[src/rtl/slotirq_pkg.sv]
package slotirq_pkg;

  localparam int NUM_CH = 4;

  // Event strobes produced by the control half for the datapath half
  typedef struct packed {
    logic [NUM_CH-1:0] trig;
    logic [NUM_CH-1:0] dead;
  } evStb_t;

endpackage

[src/rtl/slotirq_ctrl.sv]
module slotirq_ctrl
  import slotirq_pkg::*;
#(
  parameter int SLOTS       = 4,
  parameter int SLOT_BITS   = 8,
  parameter int DCL_PER_BCL = 2,
  parameter int SLOT_W      = 2
) (
  input  logic                     clk,
  input  logic                     rstN,
  input  logic                     frameSync,
  input  logic [NUM_CH*SLOT_W-1:0] trigSlot,
  input  logic [NUM_CH*SLOT_W-1:0] ovSlot,
  input  logic [NUM_CH-1:0]        posSel,
  output evStb_t                   stb
);

  localparam int FRAME_BITS = SLOTS * SLOT_BITS;
  localparam int FRAME_DCL  = FRAME_BITS * DCL_PER_BCL;
  localparam int POS_W      = (FRAME_DCL > 1) ? $clog2(FRAME_DCL) : 1;

  logic [POS_W-1:0] pos;
  logic             posWrap;

  assign posWrap = (pos == POS_W'(FRAME_DCL - 1));

  always_ff @(posedge clk or negedge rstN) begin
    if (!rstN)          pos <= '0;
    else if (frameSync) pos <= '0;
    else if (posWrap)   pos <= '0;
    else                pos <= pos + 1'b1;
  end

  // Trigger point: one or two bit clocks after the end of the selected slot
  function automatic logic [POS_W-1:0] trigPos(input logic [SLOT_W-1:0] s, input logic d);
    int b;
    b = ((int'(s) + 1) * SLOT_BITS + (d ? 1 : 2)) % FRAME_BITS;
    return POS_W'(b * DCL_PER_BCL);
  endfunction

  // Deadline point: one or zero bit clocks before the start of the selected slot
  function automatic logic [POS_W-1:0] deadPos(input logic [SLOT_W-1:0] s, input logic d);
    int b;
    b = (int'(s) * SLOT_BITS + FRAME_BITS - (d ? 0 : 1)) % FRAME_BITS;
    return POS_W'(b * DCL_PER_BCL);
  endfunction

  logic [NUM_CH-1:0] trigHit;
  logic [NUM_CH-1:0] deadHit;

  for (genvar c = 0; c < NUM_CH; c++) begin : g_ch
    assign trigHit[c] = (pos == trigPos(trigSlot[c*SLOT_W +: SLOT_W], posSel[c]));
    assign deadHit[c] = (pos == deadPos(ovSlot[c*SLOT_W +: SLOT_W], posSel[c]));
  end

  assign stb.trig = trigHit;
  assign stb.dead = deadHit;


  sync_zero_chk: assert property (@(posedge clk) disable iff (!rstN)
    frameSync |=> pos == '0);


  pos_step_chk: assert property (@(posedge clk) disable iff (!rstN)
    (!frameSync && !posWrap) |=> pos == $past(pos) + 1'b1);

endmodule

[src/rtl/slotirq_dp.sv]
module slotirq_dp
  import slotirq_pkg::*;
(
  input  logic              clk,
  input  logic              rstN,
  input  evStb_t            stb,
  input  logic [NUM_CH-1:0] ovEn,
  input  logic [NUM_CH-1:0] ackStb,
  input  logic              rdStb,
  output logic [2*NUM_CH-1:0] statusData
);

  logic [NUM_CH-1:0]   xferBits;
  logic [NUM_CH-1:0]   ovBits;
  logic [NUM_CH-1:0]   pend;
  logic [NUM_CH-1:0]   pendNext;
  logic [NUM_CH-1:0]   trigIn;
  logic [NUM_CH-1:0]   deadIn;
  logic [NUM_CH-1:0]   ovSet;
  logic [2*NUM_CH-1:0] statusReg;
  logic [2*NUM_CH-1:0] statusNext;

  assign trigIn = stb.trig;
  assign deadIn = stb.dead;

  // Late only if still waiting, not acknowledged this cycle, and enabled
  assign ovSet = deadIn & pend & ~ackStb & ovEn;

  for (genvar c = 0; c < NUM_CH; c++) begin : g_pend
    always_comb begin
      if (trigIn[c])                   pendNext[c] = 1'b1;
      else if (ackStb[c] || deadIn[c]) pendNext[c] = 1'b0;
      else                             pendNext[c] = pend[c];
    end
  end

  // A read clears old bits; same-cycle events survive it
  assign statusNext = (rdStb ? '0 : statusReg) | {ovSet, trigIn};

  always_ff @(posedge clk or negedge rstN) begin
    if (!rstN) begin
      statusReg <= '0;
      pend      <= '0;
    end else begin
      statusReg <= statusNext;
      pend      <= pendNext;
    end
  end

  assign xferBits   = statusReg[NUM_CH-1:0];
  assign ovBits     = statusReg[2*NUM_CH-1:NUM_CH];
  assign statusData = statusReg;


  rd_clear_chk: assert property (@(posedge clk) disable iff (!rstN)
    (rdStb && !(|trigIn) && !(|ovSet)) |=> statusReg == '0);


  ov_gate_chk: assert property (@(posedge clk) disable iff (!rstN)
    1'b1 |=> (ovBits & ~$past(ovBits) & ~$past(ovEn)) == '0);


  xfer_src_chk: assert property (@(posedge clk) disable iff (!rstN)
    1'b1 |=> (xferBits & ~$past(xferBits) & ~$past(trigIn)) == '0);


  ack_clear_chk: assert property (@(posedge clk) disable iff (!rstN)
    1'b1 |=> (pend & $past(ackStb & ~trigIn)) == '0);


  keep_evt_chk: assert property (@(posedge clk) disable iff (!rstN)
    1'b1 |=> ($past(trigIn) & ~xferBits) == '0);

endmodule

[src/rtl/slotirq_top.sv]
module slotirq_top
  import slotirq_pkg::*;
#(
  parameter int SLOTS       = 4,
  parameter int SLOT_BITS   = 8,
  parameter int DCL_PER_BCL = 2,
  localparam int SLOT_W     = (SLOTS > 1) ? $clog2(SLOTS) : 1
) (
  input  logic                     clk,
  input  logic                     rstN,
  input  logic                     frameSync,
  input  logic [NUM_CH*SLOT_W-1:0] trigSlot,
  input  logic [NUM_CH*SLOT_W-1:0] ovSlot,
  input  logic [NUM_CH-1:0]        posSel,
  input  logic [NUM_CH-1:0]        ovEn,
  input  logic [NUM_CH-1:0]        ackStb,
  input  logic                     rdStb,
  output logic [2*NUM_CH-1:0]      statusData,
  output logic                     irq
);

  evStb_t evStb;

  slotirq_ctrl #(
    .SLOTS(SLOTS), .SLOT_BITS(SLOT_BITS), .DCL_PER_BCL(DCL_PER_BCL), .SLOT_W(SLOT_W)
  ) u_ctrl (
    .clk(clk), .rstN(rstN), .frameSync(frameSync),
    .trigSlot(trigSlot), .ovSlot(ovSlot), .posSel(posSel), .stb(evStb)
  );

  slotirq_dp u_dp (
    .clk(clk), .rstN(rstN), .stb(evStb), .ovEn(ovEn),
    .ackStb(ackStb), .rdStb(rdStb), .statusData(statusData)
  );

  assign irq = |statusData;


  irq_or_chk: assert property (@(posedge clk) disable iff (!rstN)
    $rose(irq) |-> statusData != '0);

endmodule

[config.mk]
export PLATFORM = sky130hd
export DESIGN_NAME = slotirq_top
export DESIGN_NICKNAME = d
export VERILOG_FILES = /design/src/rtl/slotirq_pkg.sv /design/src/rtl/slotirq_ctrl.sv /design/src/rtl/slotirq_dp.sv /design/src/rtl/slotirq_top.sv
export SDC_FILE = /design/constraint.sdc
export NUM_CORES = 1
export LEC_CHECK = 0
export ABC_AREA = 1
export BUFFER_PORTS_ARGS = -buffer_cell sky130_fd_sc_hd__buf_2
export CAP_MARGIN = 20
export CORE_MARGIN = 2
export CORE_UTILIZATION = 40
export CTS_CLUSTER_SIZE = 25
export DETAILED_ROUTE_END_ITERATION = 8
export GPL_TIMING_DRIVEN = 0
export PLACE_DENSITY_LB_ADDON = 0.1
export RECOVER_POWER = 50
export SETUP_SLACK_MARGIN = 0.2
export SYNTH_ARGS = -nofsm -noshare
export SYNTH_HDL_FRONTEND = slang
export SYNTH_SLANG_ARGS = --single-unit
[constraint.sdc]
create_clock -name clk -period 1.2 [get_ports clk]
set_input_delay 0.06 -clock clk [delete_from_list [all_inputs] [get_ports clk]]
set_output_delay 0.06 -clock clk [all_outputs]
set_load 0.01 [all_outputs]
==> results of run 1 <==
==> cell type report <==
type	instances	area [µm²]	share of cell area (%)
buffer	5	60.06	2.620
timing repair buffer	60	401.6	17.52
multi-input combinational	192	1117	48.74
sequential	18	454.2	19.81
clock buffer	4	55.05	2.402
inverter	33	143.9	6.277
tap	48	60.06	2.620
==> cells in the mapped netlist <==
library cell / number / area share (%)
dfrtp_1: 18 / 29
xor2_1: 1 / 0.57
nand3_1: 27 / 8.8
o31ai_1: 1 / 0.49
o21ai_0: 4 / 1.3
xnor2_1: 4 / 2.3
or2_0: 2 / 0.82
nor3b_2: 3 / 2.5
a21oi_1: 3 / 0.98
buf_6: 2 / 1.5
inv_1: 29 / 7.1
inv_2: 3 / 0.74
nand2_1: 104 / 26
nand4_1: 3 / 1.2
buf_4: 3 / 1.5
inv_4: 1 / 0.41
nor4_1: 2 / 0.82
nor2_1: 23 / 5.6
or2_2: 3 / 1.2
ha_1: 5 / 4.1
nor3b_1: 5 / 2.5
nor3_1: 2 / 0.65
==> state kept, by name, indices dropped and copies added, names as in the netlist <==
name and count:
u_ctrl.pos 6, u_dp.pend 4, u_dp.statusData 8
==> kinds of logic after synthesis <==
family / synth area share [%]
simple gates: 49.63
buf+inv: 11.20
flops: 29.44
compound gates: 2.780
xor+xnor: 2.862
fa+ha+maj: 4.088
==> per-stage QoR <==
stage / instances / setup TNS [ns]
2_1_floorplan: 248 / 0
3_3_place_gp: 336 / -0.8394
3_5_place_dp: 336 / -0.9795
4_1_cts: 357 / -0.2286
5_1_grt: 360 / -0.8116
6_report: 360 / -0.1526
==> worst reg2reg max path, cell delays in order (launching register included) <==
cell and delay (ns):
dfrtp_1 0.41, buf_6 0.16, inv_8 0.08, nand2_1 0.07
nand2_2 0.08, nand3_1 0.08, nor2_1 0.11, nand3_1 0.11
nand2_1 0.09
==> final timing paths <==
path,cells past startpoint,end,startpoint,slack (ns)
max,8,u_dp.statusData[4],u_ctrl.pos[1],-0.04
min in group asynchronous,2,u_dp.pend[2],rstN,0.29
min,4,u_dp.pend[1],ackStb[1],0.05
max reg2reg,8,u_dp.statusData[4],u_ctrl.pos[1],-0.04
max in group asynchronous,2,u_ctrl.pos[3],rstN,0.55
min reg2reg,2,u_dp.statusData[3],u_dp.statusData[3],0.52
==> power by group <==
part           internal, µW  leakage [µW]  total, µW  switching [µW]
registers               639      0.000240        664            25.1
clock network           292     0.0000288        514             222
logic                   244      0.000976        554             309
total                  1170       0.00125       1730             556
==> timing repair <==
| action | in CTS | in global routing |
|---|---|---|
| gates resized for setup | 31 | 33 |
| setup buffers | 13 | 3 |
| cloned | 2 | 0 |
| hold buffers | 2 | 0 |
| endpoints found under the setup margin | 18 | 20 |
| pin swaps | 39 | 17 |
| hold endpoints to repair | 20 | 0 |
==> routing by layer <==
metal | vias up | global-route usage (%) | share of wire [%]
met5 | - | 0 | 0
met4 | 0 | 3.906 | 0.43
met3 | 2 | 2.555 | 3.9
met2 | 39 | 36.62 | 50
met1 | 790 | 29.39 | 45
li1 | 905 | - | -
==> impl_summary.log, run 1 <==
INFO  metric status = complete, but fails checks
INFO  metric violations = setup timing
INFO  metric place.detailed.hpwl = 2993 µm
INFO  metric final_design_area_no_fill = 2292 µm²
INFO  metric timing_max_transition_violations_final = 0
INFO  metric cts_max_level = 1
INFO  metric timing.fmax = 806.4 MHz
INFO  metric cp.required = 1.39 ns
INFO  metric tightestPinTransition = 0.4847 ns
INFO  metric vdd_ir_drop_max = 0.9695 mV
INFO  metric dieWidth = 65.85 µm
INFO  metric synthesis.yosys.warnings = 0
INFO  metric share_of_layout_cells_above_drive_strength_1 = 41.67%
INFO  metric synth_nets = 285
INFO  metric start_kind = flop
INFO  metric cpLargestDelayFamily = simple AND/OR/NAND/NOR gates
INFO  metric crit_path_max_incr_delay = 0.41 ns
INFO  metric dr_total_vias = 1736
INFO  metric detail_route.iter0.violations = 78
INFO  metric grt_antenna_before_repair = 0
INFO  metric mappedNetlistArea = 1530 µm²
INFO  metric core-area = 3661 µm²
INFO  metric critical_path.n_buffers_inverters = 2
INFO  metric path_max_fanout = 8
INFO  metric signed_area_change_from_the_synthesized_netlist_to_the_final_layout = 49.80%
INFO  metric first_global_vias = 1578
INFO  metric timing.final.hold_violations = 0
INFO  metric crit_path_end_kind = flop
INFO  metric setup_repair_after_global_routing_missed_its_margin = yes
INFO  metric drv_cap = 0
INFO  metric hold_path.class = input pin to flop
INFO  metric final.period_utilization = 103.3%
INFO  metric post-route-util = 62.61%
INFO  metric worst_skew_pair.late_latency = 0.26 ns
INFO  metric detailed_place.area = 1843 µm²
INFO  metric grt_start_max_net_pins = 19
INFO  metric grt.overflow.total = 0
INFO  metric fp-row-count = 22
INFO  metric grt_first_pass_wirelength = 7169 µm
INFO  metric critical_path_class = flop to flop
INFO  metric fill_cells = 351
INFO  metric postSynthAreaPerCell = 6.170 µm²
INFO  metric ys_seq_elements = 18
INFO  metric netlist-cell-type-count = 22
INFO  metric critPathArrivalTime = 1.43 ns
INFO  metric drc = 0
INFO  metric final_cell_mix = nand2_1, buf_2, inv_1
INFO  metric worst_path_cell_chain = buf_6 -> inv_8 -> nand2_1 -> nand2_2 -> nand3_1 -> nor2_1 -> nand3_1 -> nand2_1
INFO  metric hold-worst-slack = 0.04556 ns
INFO  metric detail_route.first_pass.iterations = 4
INFO  metric ant_nets = 0
INFO  metric chipHeight = 65.85 µm
INFO  metric tritoncts = built
INFO  metric routed_wl = 4422 µm
INFO  metric slew_headroom = 67.69%
INFO  metric report.final.setup_viol = 6
INFO  metric power_per_cell_area = 755.3 nW/µm²
INFO  metric cts.sinks = 18
INFO  metric vias_per_cell = 4.822
INFO  metric ioPinCount = 41
INFO  metric dp_slack = -0.1749 ns
INFO  metric clkTransAtPathRegs = 0.08 ns
INFO  metric routability_cong = 0.8001
INFO  metric synthCells = 248
INFO  metric cts-root-to-sink-buffers = 2
INFO  metric cts_buffers = 3
INFO  metric globalRouteTotalUtil = 21.45%
INFO  metric final_net_count = 350
INFO  metric post-route-min-period = 1.240 ns
INFO  metric final_worst_path_setup_slack = -0.04003 ns
INFO  metric power.leakage = 0.001245 µW
INFO  metric floorplan.initialDensity = 41.80%
INFO  metric inserted_diodes = 0
INFO  metric die_area = 4336 µm²
INFO  metric wire_per_inst = 12.28 µm
INFO  metric most_common_library_cell_in_the_layout_ignoring_fill_and_taps = nand2_1
INFO  metric fin_skew = 0.006033 ns
INFO  metric quantity_of_i_o_buffers_inserted_on_ports = 40
INFO  metric worst_path_max_delay_cell = dfrtp_1
INFO  metric clk_root_buffer_cell = clkbuf_8
INFO  metric design_power_total = 1731 µW
INFO  metric seq_area_frac_synth = 29.44%
No activity file was read; power rests on OpenSTA's default activity.
==> run 2, diff against run 1 <==
--- a/config.mk
+++ b/config.mk
@@ -8,6 +8,7 @@
 export ABC_AREA = 1
 export BUFFER_PORTS_ARGS = -buffer_cell sky130_fd_sc_hd__buf_2
 export CAP_MARGIN = 20
+export CORE_ASPECT_RATIO = 2
 export CORE_MARGIN = 2
 export CORE_UTILIZATION = 40
 export CTS_CLUSTER_SIZE = 25
@@ -18,4 +19,5 @@
 export SETUP_SLACK_MARGIN = 0.2
 export SYNTH_ARGS = -nofsm -noshare
 export SYNTH_HDL_FRONTEND = slang
+export SYNTH_HIERARCHICAL = 1
 export SYNTH_SLANG_ARGS = --single-unit
==> constraint.sdc (replaced) <==
create_clock -name clk -period 1.5 [get_ports clk]
set_input_delay 0.075 -clock clk [delete_from_list [all_inputs] [get_ports clk]]
set_output_delay 0.075 -clock clk [all_outputs]
set_load 0.01 [all_outputs]
==> run 2 against run 1 <==
Compared with the run above: the flow now finishes without violations; sequential power is 12% lower; non-clock buffer count shrank 16; die area rose by 2.6%; largest cell class unchanged; fmax is 1.4% lower; flip-flop and latch count is the same; register-to-register slack better by 0.28 ns; total power is 12% lower; first-iteration DRC count is 69% lower; cell area fell by 13%.
==> impl_summary.log, run 2 <==
INFO  metric layout.area.seq = 452.9 µm²
INFO  metric synth.area.top_cells = nand2_1, dfrtp_1, inv_1
INFO  metric final_cell_mix = nand2_1, inv_1, buf_2
INFO  metric grt_antenna_before_repair = 0
INFO  metric final_design_area_no_fill = 1993 µm²
INFO  metric met1_wire_length = 1411 µm
INFO  metric critical_path_class = flop to flop
INFO  metric timing.setup.tns = 0 ns
INFO  metric cts_buffers = 3
INFO  metric grt_start_max_net_pins = 19
INFO  metric design_power_total = 1529 µW
INFO  metric chipHeight = 92.36 µm
INFO  metric dieWidth = 48.18 µm
INFO  metric dr_wl_met2 = 2077 µm
INFO  metric cts-root-to-sink-buffers = 2
INFO  metric ioPinCount = 41
INFO  metric dr.max_layer_used = met4
INFO  metric clk_root_buffer_cell = clkbuf_8
INFO  metric slew_headroom = 72.98%
INFO  metric netlist-cell-type-count = 15
INFO  metric drc = 0
INFO  metric crit_path_end_kind = flop
INFO  metric synth_commonest_cells = nand2_1, inv_1, nor2_1
INFO  metric globalRouteTotalUtil = 17.96%
INFO  metric report.final.setup_viol = 0
INFO  metric detail_route.iter0.violations = 24
INFO  metric place.detailed.hpwl = 2883 µm
INFO  metric tightestPinTransition = 0.4053 ns
INFO  metric grt_first_pass_wirelength = 5830 µm
INFO  metric post-route-min-period = 1.258 ns
INFO  metric signed_area_change_from_the_synthesized_netlist_to_the_final_layout = 27.64%
INFO  metric number_of_flip_flops_in_the_largest_register = 8
INFO  metric path_max_fanout = 10
INFO  metric seq_area_frac_synth = 28.85%
INFO  metric fp-row-count = 32
INFO  metric async_reset_ff_share = 100.0%
INFO  metric timing.final.hold_violations = 0
INFO  metric synthesis.yosys.warnings = 6
INFO  metric final_worst_path_setup_slack = 0.2423 ns
INFO  metric core-area = 3804 µm²
INFO  metric postSynthAreaPerCell = 5.762 µm²
INFO  metric dr_total_vias = 1606
INFO  metric detail_route.first_pass.iterations = 4
INFO  metric fin_skew = 0.008025 ns
INFO  metric final_net_count = 358
INFO  metric vdd_ir_drop_max = 0.6438 mV
INFO  metric timing.fmax = 795.1 MHz
INFO  metric critPathArrivalTime = 1.46 ns
INFO  metric synth-edff-count = 0
INFO  metric hold-worst-slack = 0.05786 ns
INFO  metric quantity_of_i_o_buffers_inserted_on_ports = 40
INFO  metric met3_length = 116 µm
INFO  metric inserted_diodes = 0
INFO  metric multi_input_area = 913.4 µm²
INFO  metric hold_path.class = input pin to flop
INFO  metric mappedNetlistArea = 1561 µm²
INFO  metric post-synth-top-area-fraction = 30.77%
INFO  metric synth_area_leader_cell = nand2_1
INFO  metric share_of_layout_cells_above_drive_strength_1 = 25.00%
INFO  metric detailed_place.area = 1826 µm²
INFO  metric floorplan.initialDensity = 41.05%
INFO  metric cp.required = 1.70 ns
INFO  metric clkTransAtPathRegs = 0.07 ns
INFO  metric worst_skew_pair.late_latency = 0.26 ns
INFO  metric timing_max_transition_violations_final = 0
INFO  metric power_per_cell_area = 767.2 nW/µm²
INFO  metric routability_cong = 0.8765
INFO  metric vias_per_cell = 4.329
INFO  metric routed_wl = 3674 µm
INFO  metric drv_cap = 0
INFO  metric first_global_vias = 1448
INFO  metric power.leakage = 0.001240 µW
INFO  metric wire_per_inst = 9.903 µm
INFO  metric status = finished clean
INFO  metric start_kind = flop
INFO  metric post-synth-top-count-cell = nand2_1
INFO  metric cts.sinks = 18
INFO  metric ys_seq_elements = 18
INFO  metric final.period_utilization = 83.85%
INFO  metric synth_flop_cell = dfrtp_1
INFO  metric tritoncts = built
INFO  metric synthCells = 271
INFO  metric grt.overflow.total = 0
INFO  metric synth_nets = 308
INFO  metric setup_repair_after_global_routing_missed_its_margin = yes
INFO  metric fill_cells = 426
INFO  metric most_common_library_cell_in_the_layout_ignoring_fill_and_taps = nand2_1
INFO  metric die_area = 4450 µm²
INFO  metric dp_slack = 0.1346 ns
INFO  metric cts_max_level = 1
INFO  metric ant_nets = 0
[run 2: worst paths after layout]
kind	startpoint	end	slack [ns]	cells after the start
setup reg to reg	u_ctrl/pos[4]	u_dp/statusData[4]	0.24	8
hold / removal	ackStb[0]	u_dp/statusData[4]	0.06	4
min in group asynchronous	rstN	u_dp/statusData[5]	0.28	2
setup / recovery	u_ctrl/pos[4]	u_dp/statusData[4]	0.24	8
hold reg to reg	u_dp/statusData[0]	u_dp/statusData[0]	0.49	2
max in group asynchronous	rstN	u_ctrl/pos[0]	0.92	2
[run 2: critical path: stages, from the launching register on]
cell and delay [ns]:
dfrtp_1 0.36, buf_4 0.18, xor2_1 0.16, nand3_1 0.13, nor2_4 0.16, nand2_1 0.06
inv_1 0.05, nand2_1 0.05, nand2_1 0.05
[run 2: cell families after synthesis]
kind of cell               Yosys count  synth area share, %
and+or+nand+nor                    179                47.68
buffers and inverters               63                16.35
DFF                                 18                28.85
xor gates and xnor gates             5                2.804
adders and majority gates            5                4.006
AOI/OAI and AO/OA                    1               0.3202
[run 2: where the power goes]
part	total (µW)	switching [µW]	internal, µW
registers	584	49.1	535
logic	551	316	235
clock network	395	161	233
[run 2: per-stage QoR]
step | cells | util [%]
final | 371 | 52.40
after global routing | 371 | 52.40
after CTS | 368 | 50.16
after detailed placement | 362 | 47.99
after global placement | 362 | 47.99
after floorplan | 271 | -
[run 2: what timing repair did]
action                                  4_1_cts  5_1_grt
endpoints found under the setup margin        8       11
endpoints found under the hold margin        19        0
setup buffers                                 0        3
gates resized for setup                       4       23
hold buffers                                  2        0
pin swaps                                     0       11
[run 2: metal layers]
layer,track usage [%],up-vias
met5,0,-
met4,7.207,0
met3,2.339,4
met2,33.22,29
met1,18.00,693
li1,-,880
[run 2: area by class of cell]
type | instances | share of cell area, %
Multi-Input combinational cell | 190 | 45.83
Sequential cell | 18 | 22.72
Timing Repair Buffer | 45 | 11.93
Inverter | 59 | 11.49
Tap cell | 51 | 3.202
Clock buffer | 4 | 2.762
Buffer | 4 | 2.072
